**src/rtl/sram_ctrl_pkg.sv**
```systemverilog
package sram_ctrl_pkg;
  typedef enum logic [2:0] {ST_IDLE, ST_WR, ST_WHOLD, ST_RD, ST_TURN} state_e;

  function automatic int ps2cyc(input int ps, input int clk_ps);
    int c;
    c = (ps + clk_ps - 1) / clk_ps;
    return (c < 1) ? 1 : c;
  endfunction

  function automatic int imax(input int a, input int b);
    return (a > b) ? a : b;
  endfunction
endpackage

```
**src/rtl/sram_phase_timer.sv**
```systemverilog
module sram_phase_timer #(
  parameter int CNT_W = 3
) (
  input  logic             clk_i,
  input  logic             rst_ni,
  input  logic             load_i,
  input  logic [CNT_W-1:0] load_val_i,
  output logic             last_o
);
  logic [CNT_W-1:0] cnt_q;

  always_ff @(posedge clk_i or negedge rst_ni) begin
    if (!rst_ni)             cnt_q <= '0;
    else if (load_i)         cnt_q <= load_val_i;
    else if (cnt_q != '0)    cnt_q <= cnt_q - 1'b1;
  end

  assign last_o = (cnt_q == '0);
endmodule

```
**src/rtl/sram_seq.sv**
```systemverilog
module sram_seq
  import sram_ctrl_pkg::*;
#(
  parameter int CNT_W = 3,
  parameter int N_PWE = 2,
  parameter int N_WH  = 1,
  parameter int N_RD  = 3,
  parameter int N_TA  = 2
) (
  input  logic             clk_i,
  input  logic             rst_ni,
  input  logic             req_valid_i,
  input  logic             req_we_i,
  input  logic             last_i,
  output logic             load_o,
  output logic [CNT_W-1:0] load_val_o,
  output logic             accept_o,
  output logic             capture_o,
  output logic             ready_o,
  output logic             sel_o,
  output logic             we_n_o,
  output logic             oe_n_o,
  output logic             dq_oe_o
);
  localparam logic [CNT_W-1:0] WR_LD = CNT_W'(N_PWE - 1);
  localparam logic [CNT_W-1:0] WH_LD = CNT_W'(N_WH - 1);
  localparam logic [CNT_W-1:0] RD_LD = CNT_W'(N_RD - 1);
  localparam logic [CNT_W-1:0] TA_LD = CNT_W'(N_TA - 1);

  state_e state_q, state_d;

  always_comb begin
    state_d    = state_q;
    load_o     = 1'b0;
    load_val_o = '0;
    capture_o  = 1'b0;
    unique case (state_q)
      ST_IDLE: if (req_valid_i) begin
        load_o     = 1'b1;
        state_d    = req_we_i ? ST_WR : ST_RD;
        load_val_o = req_we_i ? WR_LD : RD_LD;
      end
      ST_WR: if (last_i) begin
        load_o     = 1'b1;
        load_val_o = WH_LD;
        state_d    = ST_WHOLD;
      end
      ST_WHOLD: if (last_i) state_d = ST_IDLE;
      ST_RD: if (last_i) begin
        load_o     = 1'b1;
        load_val_o = TA_LD;
        capture_o  = 1'b1;
        state_d    = ST_TURN;
      end
      ST_TURN: if (last_i) state_d = ST_IDLE;
      default: state_d = ST_IDLE;
    endcase
  end

  assign ready_o  = (state_q == ST_IDLE);
  assign accept_o = ready_o && req_valid_i;

  // memory strobes are registered so they leave the chip glitch free
  always_ff @(posedge clk_i or negedge rst_ni) begin
    if (!rst_ni) begin
      state_q <= ST_IDLE;
      sel_o   <= 1'b0;
      we_n_o  <= 1'b1;
      oe_n_o  <= 1'b1;
      dq_oe_o <= 1'b0;
    end else begin
      state_q <= state_d;
      sel_o   <= (state_d != ST_IDLE);
      we_n_o  <= (state_d != ST_WR);
      oe_n_o  <= (state_d != ST_RD);
      dq_oe_o <= (state_d == ST_WR);
    end
  end
endmodule

```
**src/rtl/sram_dq_path.sv**
```systemverilog
module sram_dq_path #(
  parameter int ADDR_W = 18,
  parameter int DATA_W = 24
) (
  input  logic              clk_i,
  input  logic              rst_ni,
  input  logic              accept_i,
  input  logic [ADDR_W-1:0] addr_i,
  input  logic [DATA_W-1:0] wdata_i,
  input  logic              capture_i,
  input  logic [DATA_W-1:0] dq_i,
  output logic [ADDR_W-1:0] addr_o,
  output logic [DATA_W-1:0] dq_o,
  output logic              rd_valid_o,
  output logic [DATA_W-1:0] rd_data_o
);
  always_ff @(posedge clk_i or negedge rst_ni) begin
    if (!rst_ni) begin
      addr_o     <= '0;
      dq_o       <= '0;
      rd_valid_o <= 1'b0;
      rd_data_o  <= '0;
    end else begin
      rd_valid_o <= capture_i;
      if (accept_i) begin
        addr_o <= addr_i;
        dq_o   <= wdata_i;
      end
      if (capture_i) rd_data_o <= dq_i;
    end
  end
endmodule

```
**src/rtl/sram_async_ctrl.sv**
```systemverilog
module sram_async_ctrl
  import sram_ctrl_pkg::*;
#(
  parameter int ADDR_W    = 18,
  parameter int DATA_W    = 24,
  parameter int CLK_PS    = 4000,
  parameter int T_WC_PS   = 10000,
  parameter int T_PWE_PS  = 7000,
  parameter int T_SD_PS   = 5500,
  parameter int T_AW_PS   = 7000,
  parameter int T_RC_PS   = 10000,
  parameter int T_AA_PS   = 10000,
  parameter int T_DOE_PS  = 5000,
  parameter int T_HZOE_PS = 5000
) (
  input  logic              clk_i,
  input  logic              rst_ni,
  input  logic              req_valid_i,
  output logic              req_ready_o,
  input  logic              req_we_i,
  input  logic [ADDR_W-1:0] req_addr_i,
  input  logic [DATA_W-1:0] req_wdata_i,
  output logic              rd_valid_o,
  output logic [DATA_W-1:0] rd_data_o,
  output logic [ADDR_W-1:0] mem_addr_o,
  output logic              mem_ce1_no,
  output logic              mem_ce2_o,
  output logic              mem_ce3_no,
  output logic              mem_we_no,
  output logic              mem_oe_no,
  output logic [DATA_W-1:0] mem_dq_o,
  input  logic [DATA_W-1:0] mem_dq_i,
  output logic              mem_dq_oe_o
);
  localparam int N_PWE = imax(imax(ps2cyc(T_PWE_PS, CLK_PS), ps2cyc(T_SD_PS, CLK_PS)),
                              ps2cyc(T_AW_PS, CLK_PS));
  localparam int N_WH  = imax(1, ps2cyc(T_WC_PS, CLK_PS) - N_PWE);
  localparam int N_RD  = imax(imax(ps2cyc(T_RC_PS, CLK_PS), ps2cyc(T_AA_PS, CLK_PS)),
                              ps2cyc(T_DOE_PS, CLK_PS));
  localparam int N_TA  = ps2cyc(T_HZOE_PS, CLK_PS);
  localparam int N_MAX = imax(imax(N_PWE, N_WH), imax(N_RD, N_TA));
  localparam int CNT_W = imax(1, $clog2(N_MAX + 1));

  logic             load, last, accept, capture, sel;
  logic [CNT_W-1:0] load_val;

  sram_phase_timer #(.CNT_W(CNT_W)) i_timer (
    .clk_i, .rst_ni, .load_i(load), .load_val_i(load_val), .last_o(last)
  );

  sram_seq #(
    .CNT_W(CNT_W), .N_PWE(N_PWE), .N_WH(N_WH), .N_RD(N_RD), .N_TA(N_TA)
  ) i_seq (
    .clk_i, .rst_ni, .req_valid_i, .req_we_i, .last_i(last),
    .load_o(load), .load_val_o(load_val), .accept_o(accept), .capture_o(capture),
    .ready_o(req_ready_o), .sel_o(sel), .we_n_o(mem_we_no), .oe_n_o(mem_oe_no),
    .dq_oe_o(mem_dq_oe_o)
  );

  sram_dq_path #(.ADDR_W(ADDR_W), .DATA_W(DATA_W)) i_dq (
    .clk_i, .rst_ni, .accept_i(accept), .addr_i(req_addr_i), .wdata_i(req_wdata_i),
    .capture_i(capture), .dq_i(mem_dq_i), .addr_o(mem_addr_o), .dq_o(mem_dq_o),
    .rd_valid_o, .rd_data_o
  );

  // mixed-polarity select: active pattern is 0,1,0
  assign mem_ce1_no = ~sel;
  assign mem_ce2_o  = sel;
  assign mem_ce3_no = ~sel;

  logic chip_on;
  assign chip_on = !mem_ce1_no && mem_ce2_o && !mem_ce3_no;

  logic [CNT_W-1:0] wl_cnt_q;
  always_ff @(posedge clk_i or negedge rst_ni) begin
    if (!rst_ni)         wl_cnt_q <= '0;
    else if (!mem_we_no) wl_cnt_q <= wl_cnt_q + 1'b1;
    else                 wl_cnt_q <= '0;
  end


  strobe_sel_chk: assert property (@(posedge clk_i) disable iff (!rst_ni)
    (!mem_we_no || !mem_oe_no) |-> chip_on);

  we_width_chk: assert property (@(posedge clk_i) disable iff (!rst_ni)
    $rose(mem_we_no) |-> (wl_cnt_q >= CNT_W'(N_PWE)));

  addr_hold_chk: assert property (@(posedge clk_i) disable iff (!rst_ni)
    !mem_we_no |=> ($stable(mem_addr_o) && $stable(mem_dq_o)));

  rdv_pulse_chk: assert property (@(posedge clk_i) disable iff (!rst_ni)
    rd_valid_o |=> !rd_valid_o);

  dq_drive_chk: assert property (@(posedge clk_i) disable iff (!rst_ni)
    mem_dq_oe_o |-> (mem_oe_no && !mem_we_no));

  turn_chk: assert property (@(posedge clk_i) disable iff (!rst_ni)
    !$past(mem_oe_no) |-> !mem_dq_oe_o);

  busy_sel_chk: assert property (@(posedge clk_i) disable iff (!rst_ni)
    !req_ready_o |-> chip_on);
endmodule

```
**config.mk**
```make
export PLATFORM = sky130hd
export DESIGN_NAME = sram_async_ctrl
export DESIGN_NICKNAME = d
export VERILOG_FILES = /design/src/rtl/sram_ctrl_pkg.sv /design/src/rtl/sram_phase_timer.sv /design/src/rtl/sram_seq.sv /design/src/rtl/sram_dq_path.sv /design/src/rtl/sram_async_ctrl.sv
export SDC_FILE = /design/constraint.sdc
export NUM_CORES = 1
export LEC_CHECK = 0
export ABC_CLOCK_PERIOD_IN_PS = 2700
export CORE_MARGIN = 2
export CORE_UTILIZATION = 45
export CTS_BUF_LIST = sky130_fd_sc_hd__clkbuf_16
export DETAILED_ROUTE_END_ITERATION = 6
export HOLD_SLACK_MARGIN = 0.1
export PLACE_DENSITY = 0.95
export SYNTH_ARGS = -nofsm -noshare
export SYNTH_HDL_FRONTEND = slang
export SYNTH_SLANG_ARGS = --single-unit
```
**constraint.sdc**
```tcl
create_clock -name clk_i -period 2.7 [get_ports clk_i]
set_input_delay 0.54 -clock clk_i [delete_from_list [all_inputs] [get_ports clk_i]]
set_output_delay 0.54 -clock clk_i [all_outputs]
set_load 0.02 [all_outputs]
```
==> out/qor.yml <==
fin_crit_ps: 2237
grt_remaining_overflow: 0
vias_per_cell: 4.789
syn_area_mm2: 0.003241
finalCritPeriodShare_pct: 82.86
grt.met3_usage_pct: 4.851
final_cell_mix: "clkdlybuf4s50_1, dfrtp_1, mux2_4"
grt_max_degree: 77
rsz0062_at_grt: "false"
synth_top_area_share_pct: 57.14
ys_warn_count: 0
yosysTopAreaCell: "dfrtp_1"
synthTopCellsByArea: "dfrtp_1, mux2_4, mux2_2, buf_12, buf_6"
dieWidth_um: 88.86
clockRootBuffer: "clkbuf_16"
hold_buffers: 0
swShare_pct: 33.28
drc: 0
peakVddDrop_mv: 0.9610
synth_compound_area_share_pct: 2.394
hold_viol: 0
power_frac_seq_pct: 31.6
place_area_mm2: 0.004669
placed_cells: 419
antenna_cells: 0
dieHeight_um: 88.86
cap_viol_max_count: 0
synth_xor_xnor_area_share_pct: 0
clk_pin_slew_ps: 60
clkLatencyLatePin_ps: 320
synth.area.mux_share_pct: 29.50
grtUsageTotal_pct: 19.32
setup_viol: 0
gp_congestion: 0.7587
die_area_mm2: 0.007896
yosysUniqueCellTypes: 30
clockPowerShare_pct: 18.3
critical_path.top_delay_family: "buffers and inverters"
worst_slew_pin_slew_ps: 927.4
fillCellCount: 467
antenna_found_initial: 0
first_iter_violations: 43
required_ps: 2160
drive_gt1_share_pct: 25.66
drt-total-wl_um: 7324
use_met1_pct: 23.21
yosys.area_share.simple_pct: 3.784
synthAdderAreaFrac_pct: 0.3861
dr.pass1.iters: 4
worst_hold_slack_ps: 362.0
crit_path_max_incr_delay_ps: 630
post-cts-setup-buffers: 0
crit_path_cell_trace: "nor3_1, clkdlybuf4s50_1"
arrival_ps: 1700
critPathMaxFanout: 11
initial_core_util_pct: 47.18
synth_seq_cells: 76
syn_inst: 190
grt_pass1_wl_um: 11410
final_common_cell: "clkdlybuf4s50_1"
combPwrFrac_pct: 50.1
dp_hpwl_um: 5224
top_usage_layer: "met2"
avgSynthCellArea_um2: 17.06
slew_headroom_pct: 38.17
rows: 30
ant_nets: 0
io_buffers: 143
ctsResizeCount: 0
vias: 2083
status: "completed"
cpMaxStageDelayCell: "clkdlybuf4s50_1"
start_kind: "register"
worstSetupPathType: "register to output port"
stdcell_count: 435
boundaryPins: 144
hold_path.class: "input port to asynchronous set/reset pin"
layout.nets: 405
power.total_uw: 6672
p_int_uw: 4452
power_density_mw_per_mm2: 1341
fmax_mhz: 447.0
slew_viol_final: 0
core-area_mm2: 0.006869
synth_top_family_by_area: "multiplexers"
cp-end-kind: "output port"
ys_seq_area_share_pct: 58.76
r2r_setup_slack_ps: 760
wire_per_inst_um: 16.84
cts_htree_levels: 3
fin_area_mm2: 0.004977
cts_tree: "done"
clock_sinks: 76
p_sw_uw: 2220
use_met2_pct: 33.38
syn_nets: 261
grt_pass1_vias: 2253
clockBufferDepth: 2
path_buf_inv: 1
syn2layout_area_growth_pct: 53.59
leakage_uw: 0.002215
tns_ps: 0
numCtsBuffers: 9
fin_skew_ps: 3.231
[layer usage]
layer,up-vias,wire length [um]
met1,1034,2895
li1,951,-
met2,85,3813
met4,0,118
met5,-,0
met3,13,496
[path summary, 6_finish.rpt]
check                             startpoint                 end  cells past startpoint
max reg2reg                 i_timer.cnt_q[0]  i_dq.rd_data_o[22]                      5
max in group asynchronous             rst_ni       i_dq.dq_o[18]                      1
min                                   rst_ni     i_dq.addr_o[13]                      1
min reg2reg                i_dq.rd_data_o[0]   i_dq.rd_data_o[0]                      1
max                         i_seq.state_q[0]         req_ready_o                      2
min in group clk_i         i_dq.rd_data_o[0]   i_dq.rd_data_o[0]                      1
[cells by family (layout without fill, tap and decap cells)]
kind of cell | Yosys count | after routing
compound gates | 12 | 12
fa+ha+maj | 1 | 1
buf+inv | 16 | 165
flops | 76 | 76
mux | 67 | 67
simple gates | 18 | 18
[worst register-to-register path, stage by stage, from the launching register on]
cell     delay [ps]
dfrtp_1         390
inv_1            60
ha_1            310
and2_4          220
nand3_4         380
mux2_4          460
[power by group through the flow]
stage          Sequential [uW]  Clock [uW]  Combinational [uW]
2_1_floorplan             2700           0                1390
3_3_place_gp              2090           0                3280
3_5_place_dp              2110           0                3360
4_1_cts                   2110        1250                3390
5_1_grt                   2180        1300                3530
6_report                  2110        1220                3340
[cell type report]
cell class              count  area [um^2]  area share [%]
multi-input cells          98         1177           23.66
clock inverters             7        82.58           1.659
inverters                   5        18.77          0.3771
clock buffers               9        225.2           4.525
repair buffers            144         1449           29.11
well taps                  96        120.1           2.413
flip-flops and latches     76         1904           38.26
[synthesized netlist by cell type, drive strengths merged]
master / number
a21o: 1
a21oi: 2
a2bb2oi: 1
a311oi: 1
and2: 2
buf: 11
dfrtp: 74
dfstp: 2
ha: 1
inv: 5
mux2: 66
mux2i: 1
nand2: 4
nand2b: 2
nand3: 1
nor2: 2
nor2b: 3
nor3: 1
nor3b: 1
nor4b: 2
o21a: 1
o21ai: 4
o21bai: 1
o31ai: 1
[flip-flops by register name, summed over array words and instances, names as in the netlist, 2 cells and up]
name,flops
i_dq.dq_o,24
i_dq.rd_data_o,24
i_dq.addr_o,18
i_seq.state_q,3
i_timer.cnt_q,2
[through the flow]
step / utilization (%) / worst slack (ps)
floorplan: - / 1115
global placement: 67.98 / 521.1
detailed placement: 67.98 / 456.0
CTS: 72.46 / 450.4
global route: 72.46 / 411.5
finish: 72.46 / 462.9
Power figures use the tool's default switching activity.
